===== config.mk =====
export PLATFORM = sky130hd
export DESIGN_NAME = elem_loop_seq
export DESIGN_NICKNAME = d
export VERILOG_FILES = /design/src/rtl/elseq_pkg.sv /design/src/rtl/elseq_pred.sv /design/src/rtl/elseq_opnd.sv /design/src/rtl/elseq_ctrl.sv /design/src/rtl/elem_loop_seq.sv
export SDC_FILE = /design/constraint.sdc
export NUM_CORES = 1
export LEC_CHECK = 0
export CAP_MARGIN = 20
export CORE_MARGIN = 1
export CORE_UTILIZATION = 30
export CTS_CLUSTER_SIZE = 8
export DETAILED_ROUTE_END_ITERATION = 6
export GPL_TIMING_DRIVEN = 0
export SLEW_MARGIN = 20
export SYNTH_ARGS = -nofsm -noshare
export SYNTH_HDL_FRONTEND = slang
export SYNTH_SLANG_ARGS = --single-unit

===== constraint.sdc =====
create_clock -name clk -period 9.7 [get_ports clk]
set_clock_uncertainty 0.15 [all_clocks]
set_input_delay 1.455 -clock clk [delete_from_list [all_inputs] [get_ports clk]]
set_output_delay 1.455 -clock clk [all_outputs]
set_load 0.1 [all_outputs]

===== src/rtl/elseq_pkg.sv =====
package elseq_pkg;

    localparam int REG_W    = 7;
    localparam int NUM_OPND = 3;

    typedef enum logic {
        ST_IDLE,
        ST_RUN
    } seq_state_e;

    typedef struct packed {
        logic [REG_W-1:0] base;
        logic             vec;
    } opnd_cfg_t;

    function automatic logic [REG_W-1:0] step_reg(opnd_cfg_t cfg, logic [REG_W-1:0] lin);
        return cfg.vec ? cfg.base + lin : cfg.base;
    endfunction

endpackage


===== src/rtl/elseq_pred.sv =====
module elseq_pred #(
    parameter int MAX_VL = 32,
    localparam int IDXW  = $clog2(MAX_VL)
) (
    input  logic [MAX_VL-1:0] mask,
    input  logic              mask_inv,
    input  logic              pred_x0,
    input  logic [IDXW-1:0]   idx,
    output logic              pbit
);
    logic raw_bit;

    always_comb begin
        raw_bit = pred_x0 ? 1'b0 : mask[idx];
        pbit    = raw_bit ^ mask_inv;
    end
endmodule


===== src/rtl/elseq_opnd.sv =====
module elseq_opnd
    import elseq_pkg::*;
#(
    parameter int MAX_VL  = 32,
    parameter int MAX_SUB = 4,
    localparam int IDXW   = $clog2(MAX_VL),
    localparam int SUBW   = (MAX_SUB > 1) ? $clog2(MAX_SUB) : 1,
    localparam int SVW    = $clog2(MAX_SUB + 1)
) (
    input  opnd_cfg_t        cfg,
    input  logic [IDXW-1:0]  idx,
    input  logic [SUBW-1:0]  sub,
    input  logic [SVW-1:0]   subvl,
    output logic [REG_W-1:0] reg_num
);
    logic [REG_W-1:0] lin;

    always_comb begin
        lin     = REG_W'(idx) * REG_W'(subvl) + REG_W'(sub);
        reg_num = step_reg(cfg, lin);
    end
endmodule


===== src/rtl/elseq_ctrl.sv =====
module elseq_ctrl
    import elseq_pkg::*;
#(
    parameter int MAX_VL  = 32,
    parameter int MAX_SUB = 4,
    localparam int IDXW   = $clog2(MAX_VL),
    localparam int VLW    = $clog2(MAX_VL + 1),
    localparam int SUBW   = (MAX_SUB > 1) ? $clog2(MAX_SUB) : 1,
    localparam int SVW    = $clog2(MAX_SUB + 1)
) (
    input  logic            clk,
    input  logic            rst,
    input  logic            start,
    input  logic [VLW-1:0]  vl_in,
    input  logic [SVW-1:0]  subvl_in,
    input  logic [IDXW-1:0] res_idx,
    input  logic [SUBW-1:0] res_sub,
    input  logic            pbit,
    input  logic            zeroing,
    input  logic            ffirst,
    input  logic            issue_ready,
    input  logic            resp_exc,
    input  logic            resp_zero,
    output logic            busy,
    output logic            issue_valid,
    output logic            issue_zero,
    output logic [IDXW-1:0] cur_idx,
    output logic [SUBW-1:0] cur_sub,
    output logic [SVW-1:0]  cur_subvl,
    output logic            done,
    output logic            trap,
    output logic [VLW-1:0]  vl_out
);
    seq_state_e      st_q;
    logic [IDXW-1:0] idx_q;
    logic [SUBW-1:0] sub_q;
    logic [VLW-1:0]  vl_q;
    logic [SVW-1:0]  subvl_q;
    logic            done_q;
    logic            trap_q;

    logic [IDXW-1:0] start_idx;
    logic [SUBW-1:0] start_sub;
    logic            running;
    logic            fire;
    logic            skip;
    logic            ff_stop;
    logic            last_elem;
    logic            last_sub;

    always_comb begin
        start_idx = (VLW'(res_idx) >= vl_in) ? IDXW'(vl_in - 1'b1) : res_idx;
        start_sub = (SVW'(res_sub) >= subvl_in) ? SUBW'(subvl_in - 1'b1) : res_sub;
        running   = (st_q == ST_RUN);
        issue_valid = running && (pbit || zeroing);
        issue_zero  = running && !pbit && zeroing;
        fire      = issue_valid && issue_ready;
        skip      = running && !pbit && !zeroing;
        ff_stop   = fire && !resp_exc && ffirst && (resp_zero || issue_zero);
        last_elem = (VLW'(idx_q) == vl_q - 1'b1);
        last_sub  = (SVW'(sub_q) == subvl_q - 1'b1);
    end

    always_ff @(posedge clk) begin
        if (rst) begin
            st_q    <= ST_IDLE;
            idx_q   <= '0;
            sub_q   <= '0;
            vl_q    <= '0;
            subvl_q <= '0;
            done_q  <= 1'b0;
            trap_q  <= 1'b0;
        end else begin
            done_q <= 1'b0;
            trap_q <= 1'b0;
            if (st_q == ST_IDLE) begin
                if (start) begin
                    st_q    <= ST_RUN;
                    vl_q    <= vl_in;
                    subvl_q <= subvl_in;
                    idx_q   <= start_idx;
                    sub_q   <= start_sub;
                end
            end else if (fire && resp_exc) begin
                st_q   <= ST_IDLE;
                done_q <= 1'b1;
                trap_q <= 1'b1;
            end else if (ff_stop) begin
                st_q   <= ST_IDLE;
                done_q <= 1'b1;
                vl_q   <= VLW'(idx_q);
                idx_q  <= '0;
                sub_q  <= '0;
            end else if (skip || (fire && last_sub)) begin
                sub_q <= '0;
                if (last_elem) begin
                    st_q   <= ST_IDLE;
                    done_q <= 1'b1;
                    idx_q  <= '0;
                end else begin
                    idx_q <= idx_q + 1'b1;
                end
            end else if (fire) begin
                sub_q <= sub_q + 1'b1;
            end
        end
    end

    assign busy      = running;
    assign cur_idx   = idx_q;
    assign cur_sub   = sub_q;
    assign cur_subvl = subvl_q;
    assign done      = done_q;
    assign trap      = trap_q;
    assign vl_out    = vl_q;
endmodule


===== src/rtl/elem_loop_seq.sv =====
module elem_loop_seq
    import elseq_pkg::*;
#(
    parameter int MAX_VL  = 32,
    parameter int MAX_SUB = 4,
    localparam int IDXW   = $clog2(MAX_VL),
    localparam int VLW    = $clog2(MAX_VL + 1),
    localparam int SUBW   = (MAX_SUB > 1) ? $clog2(MAX_SUB) : 1,
    localparam int SVW    = $clog2(MAX_SUB + 1)
) (
    input  logic              clk,
    input  logic              rst,
    input  logic              start,
    input  logic [VLW-1:0]    vl_in,
    input  logic [SVW-1:0]    subvl_in,
    input  logic [IDXW-1:0]   res_idx,
    input  logic [SUBW-1:0]   res_sub,
    input  logic [REG_W-1:0]  rd_base,
    input  logic [REG_W-1:0]  rs1_base,
    input  logic [REG_W-1:0]  rs2_base,
    input  logic              rd_vec,
    input  logic              rs1_vec,
    input  logic              rs2_vec,
    input  logic [MAX_VL-1:0] mask,
    input  logic              mask_inv,
    input  logic              pred_x0,
    input  logic              zeroing,
    input  logic              ffirst,
    input  logic              issue_ready,
    input  logic              resp_exc,
    input  logic              resp_zero,
    output logic              busy,
    output logic              issue_valid,
    output logic              issue_zero,
    output logic [IDXW-1:0]   issue_idx,
    output logic [SUBW-1:0]   issue_sub,
    output logic [REG_W-1:0]  issue_rd,
    output logic [REG_W-1:0]  issue_rs1,
    output logic [REG_W-1:0]  issue_rs2,
    output logic              done,
    output logic              trap,
    output logic [VLW-1:0]    vl_out,
    output logic [IDXW-1:0]   elem_offs,
    output logic [SUBW-1:0]   sub_offs
);
    logic            pbit;
    logic [IDXW-1:0] cur_idx;
    logic [SUBW-1:0] cur_sub;
    logic [SVW-1:0]  cur_subvl;
    opnd_cfg_t        cfg_arr [NUM_OPND];
    logic [REG_W-1:0] reg_arr [NUM_OPND];

    always_comb begin
        cfg_arr[0] = '{base: rd_base,  vec: rd_vec};
        cfg_arr[1] = '{base: rs1_base, vec: rs1_vec};
        cfg_arr[2] = '{base: rs2_base, vec: rs2_vec};
    end

    elseq_pred #(.MAX_VL(MAX_VL)) u_pred (
        .mask     (mask),
        .mask_inv (mask_inv),
        .pred_x0  (pred_x0),
        .idx      (cur_idx),
        .pbit     (pbit)
    );

    elseq_ctrl #(.MAX_VL(MAX_VL), .MAX_SUB(MAX_SUB)) u_ctrl (
        .clk         (clk),
        .rst         (rst),
        .start       (start),
        .vl_in       (vl_in),
        .subvl_in    (subvl_in),
        .res_idx     (res_idx),
        .res_sub     (res_sub),
        .pbit        (pbit),
        .zeroing     (zeroing),
        .ffirst      (ffirst),
        .issue_ready (issue_ready),
        .resp_exc    (resp_exc),
        .resp_zero   (resp_zero),
        .busy        (busy),
        .issue_valid (issue_valid),
        .issue_zero  (issue_zero),
        .cur_idx     (cur_idx),
        .cur_sub     (cur_sub),
        .cur_subvl   (cur_subvl),
        .done        (done),
        .trap        (trap),
        .vl_out      (vl_out)
    );

    for (genvar g = 0; g < NUM_OPND; g++) begin : g_opnd
        elseq_opnd #(.MAX_VL(MAX_VL), .MAX_SUB(MAX_SUB)) u_opnd (
            .cfg     (cfg_arr[g]),
            .idx     (cur_idx),
            .sub     (cur_sub),
            .subvl   (cur_subvl),
            .reg_num (reg_arr[g])
        );
    end

    assign issue_idx = cur_idx;
    assign issue_sub = cur_sub;
    assign issue_rd  = reg_arr[0];
    assign issue_rs1 = reg_arr[1];
    assign issue_rs2 = reg_arr[2];
    assign elem_offs = cur_idx;
    assign sub_offs  = cur_sub;
endmodule


==> metrics.md <==
| Metric | Value |
|---|---|
| HP Class | `flop to flop` |
| Post-synth top cells | `ha_1 (45), a21oi_1 (33), nor2_1 (29), inv_1 (26), nand2_1 (24)` |
| # IOs | `roughly 130` |
| Ys flop type | `dfxtp_1` |
| Die Height | `106 µm` |
| Pre-CTS setup slack | `2.73 ns` |
| Synth area leader | `ha_1` |
| Largest net degree at the start of global routing | `12` |
| Starting Density | `a little under a third` |
| Ys async rst share | `0%` |
| Crit Path Max Fanout | `10` |
| CP cell instances | `clkbuf_1 -> and2_1 -> fa_1 -> ha_1 -> ha_1 -> a21o_1 -> a21oi_1 -> xnor2_1 -> ha_1 -> inv_1 -> o21bai_1 -> a21oi_1 -> xor2_1 -> nand2_1 -> xnor2_1 -> clkdlybuf4s50_1` |
| Final-report hold violation count | `0` |
| Count leader, synth | `ha_1` |
| Slew Limit Fails | `0` |
| CTS root buf | `clkbuf_8` |
| Flops & latches, synth | `19` |
| Chip width | `between 100 and 150 µm` |
| Post-synth EDFFs | `0` |
| TritonRoute pass-1 iters | `4` |
| Minimum clock period | `between 7 and 8 ns` |
| Post-CTS setup repair buffer count | `0` |
| Mapped Area | `around 0.0032 mm²` |
| Vias per cell | `4.93` |
| Layout Area Growth over Synthesis | `44.9%` |
| Max-Cap Viols | `0` |
| Hpwl dp | `just under 8000 µm` |
| First-pass GRT wire length | `around 15000 µm` |
| Relative slew margins | `~33%` |
| Status | `finished, final reports clean` |
| CP endpoint kind | `output port` |
| Share of layout cells above drive strength 1 | `between 8 and 9%` |
| 1st-iter DRT viols | `103` |
| Fin nets | `648` |
| Grt ovf | `0` |
| Arr. time, crit path | `between 5 and 6 ns` |
| Clock Sinks | `19` |
| P_leak | `between 2 and 2.5 nW` |
| GP Congestion | `about 0.84` |
| Via count | `about 3200` |
| Buffers added on ports | `approximately 120` |
| Antenna Nets Post-Route | `0` |
| Yosys cell types | `52` |
| Startpoint types | `flop` |
| Worst-path clk slew | `~0.080 ns` |
| Number of buffers and inverters on the critical path | `3` |
| Vias in the first global route | `3201` |
| Synth area leaders | `ha_1 (17%), dfxtp_1 (12%), mux2_2 (6.2%)` |
| CTS Hold Buffers Added | `0` |
| Mean post-synth cell area | `8.44 µm²` |
| Kind of critical path | `flop to output port` |
| WL final | `between 9000 and 10000 µm` |
| Die area | `between 0.01 and 0.015 mm²` |
| RSZ-0062 raised after global routing | `false` |
| GRT Resource Usage Total | `16.7%` |
| Peak VDD IR | `between 0.06 and 0.07 mV` |
| Final period util | `about three quarters` |
| CTS tree | `yes` |
| Post-synth net total | `approximately 520` |
| Worst-Skew Late Latency | `~0.26 ns` |
| Max stage delay on crit path | `between 1 and 1.5 ns` |
| Slew @ Worst Pin | `about 1.0 ns` |
| Total negative slack | `0 ns` |
| Total CTS buffers | `3` |
| Wire per inst | `~14 µm` |
| Yosys Warn Count | `0` |
| Most common cell type on the critical path | `ha_1` |
| Top delay family on crit path | `buffers and inverters` |
| Core ar. | `roughly 0.010 mm²` |
| PwrDens | `approximately 130 mW/mm²` |
| CTS max path bufs | `2` |
| CTS resizes | `0` |
| Final WS setup | `roughly 2.5 ns` |
| Fmax | `139 MHz` |
| DRC | `0` |
| N_diodes | `0` |
| Rows | `37` |
| Final Core Density | `a little under half` |
| Initial antenna violation count | `0` |
| Sequential area share after synthesis | `a little under an eighth` |
| Synth top area share | `17.3%` |
| CP max stage cell | `clkdlybuf4s50_1` |
| H-tree levels | `1` |
| Final setup viols | `0` |
| Final hold slack | `approximately 0.39 ns` |
| CP required | `slightly above 8 ns` |
| Filler cells | `1072` |
| Mapped Cells | `385` |
[power breakdown]
part	internal [mW]	switching, mW
combinational	0.155	0.294
clock	0.0286	0.0290
sequential	0.0849	0.0110
[metal layers]
layer / wire [µm] / vias to the layer above / GRT usage (%) / share of wire [%]
met3: 341 / 6 / 1.16 / 3.6
met5: 0 / - / 0 / 0
met2: 4630 / 88 / 30.6 / 49
met4: 72 / 0 / 2.58 / 0.77
met1: 4350 / 1492 / 21.7 / 46
li1: - / 1616 / - / -
[cell type report]
| class | count | area, µm² | share of cell area, % |
|---|---|---|---|
| plain buffers | 23 | 135 | 2.87 |
| clock buffers | 3 | 41.3 | 0.877 |
| clock inverters | 1 | 5.00 | 0.106 |
| inverters | 27 | 101 | 2.15 |
| multi-input cells | 316 | 2630 | 55.9 |
| flip-flops and latches | 19 | 380 | 8.08 |
| well taps | 136 | 170 | 3.62 |
| repair buffers | 124 | 1240 | 26.4 |
[final timing paths]
check	startpoint	end	slack, ns	cells after the start
worst max-delay path	u_ctrl.cur_idx[0]$_SDFFE_PP0P_	issue_rd[6]	2.48	16
worst min-delay path	u_ctrl.vl_out[4]$_SDFFE_PP0P_	u_ctrl.vl_out[4]$_SDFFE_PP0P_	0.39	2
worst max register to register	u_ctrl.cur_idx[2]$_SDFFE_PP0P_	u_ctrl.cur_idx[0]$_SDFFE_PP0P_	6.43	9
worst min register to register	u_ctrl.vl_out[4]$_SDFFE_PP0P_	u_ctrl.vl_out[4]$_SDFFE_PP0P_	0.39	2
[kinds of logic after synthesis]
group | count (synthesis) | synth area share (%)
XOR/XNOR | 37 | 9.97
adder cells (fa/ha/maj) | 52 | 21.6
AO/OA/AOI/OAI | 87 | 17.6
multiplexers | 42 | 16.3
AND/OR/NAND/NOR | 98 | 15.4
flip-flops | 19 | 11.7
buffers and inverters | 50 | 7.28
[placed cells by master, fill, tap and decap left out, types with 2 or more instances in the layout]
cell type / synthesis / routed
inv_1: 26 / 26
ha_1: 45 / 45
nor3b_1: 2 / 2
o21bai_1: 4 / 4
or3_1: 2 / 2
a21o_1: 16 / 16
dfxtp_1: 19 / 19
buf_4: 7 / 7
clkbuf_8: 0 / 3
xnor2_1: 23 / 23
a21oi_1: 33 / 33
nor3_1: 4 / 4
o22a_1: 2 / 2
o32ai_1: 3 / 3
xor2_1: 14 / 14
nand4_1: 2 / 2
mux2i_1: 17 / 17
clkdlybuf4s50_1: 0 / 124
clkbuf_1: 12 / 12
mux2_2: 18 / 18
nand3_1: 5 / 5
mux4_2: 6 / 6
o21ai_0: 10 / 10
nor2_1: 29 / 29
and3_1: 3 / 3
a211oi_1: 7 / 7
nor2b_1: 6 / 6
and2_1: 8 / 8
nand2_1: 24 / 24
buf_6: 3 / 3
fa_1: 7 / 7
nand2b_1: 6 / 6
[registers in the layout (all words and copies together) (netlist names)]
| register | count |
|---|---|
| u_ctrl.busy | 1 |
| u_ctrl.cur_idx | 5 |
| u_ctrl.cur_sub | 2 |
| u_ctrl.cur_subvl | 3 |
| u_ctrl.done | 1 |
| u_ctrl.trap | 1 |
| u_ctrl.vl_out | 6 |
[tightest hold or removal path: cells and delay by family, from the launching register on]
| family | cells | cell delay (ns) |
|---|---|---|
| flops | 1 | 0.37 |
| simple gates | 1 | 0.08 |
| compound gates | 1 | 0.05 |
[metrics by stage]
stage | instance area, µm² | power, mW | cells
2_1_floorplan | 3250 | 0.429 | 385
3_3_place_gp | 4660 | 0.542 | 645
3_5_place_dp | 4660 | 0.547 | 645
4_1_cts | 4710 | 0.604 | 649
5_1_grt | 4710 | 0.634 | 649
6_report | 4710 | 0.602 | 649
No activity file was read; power rests on OpenSTA's default activity.
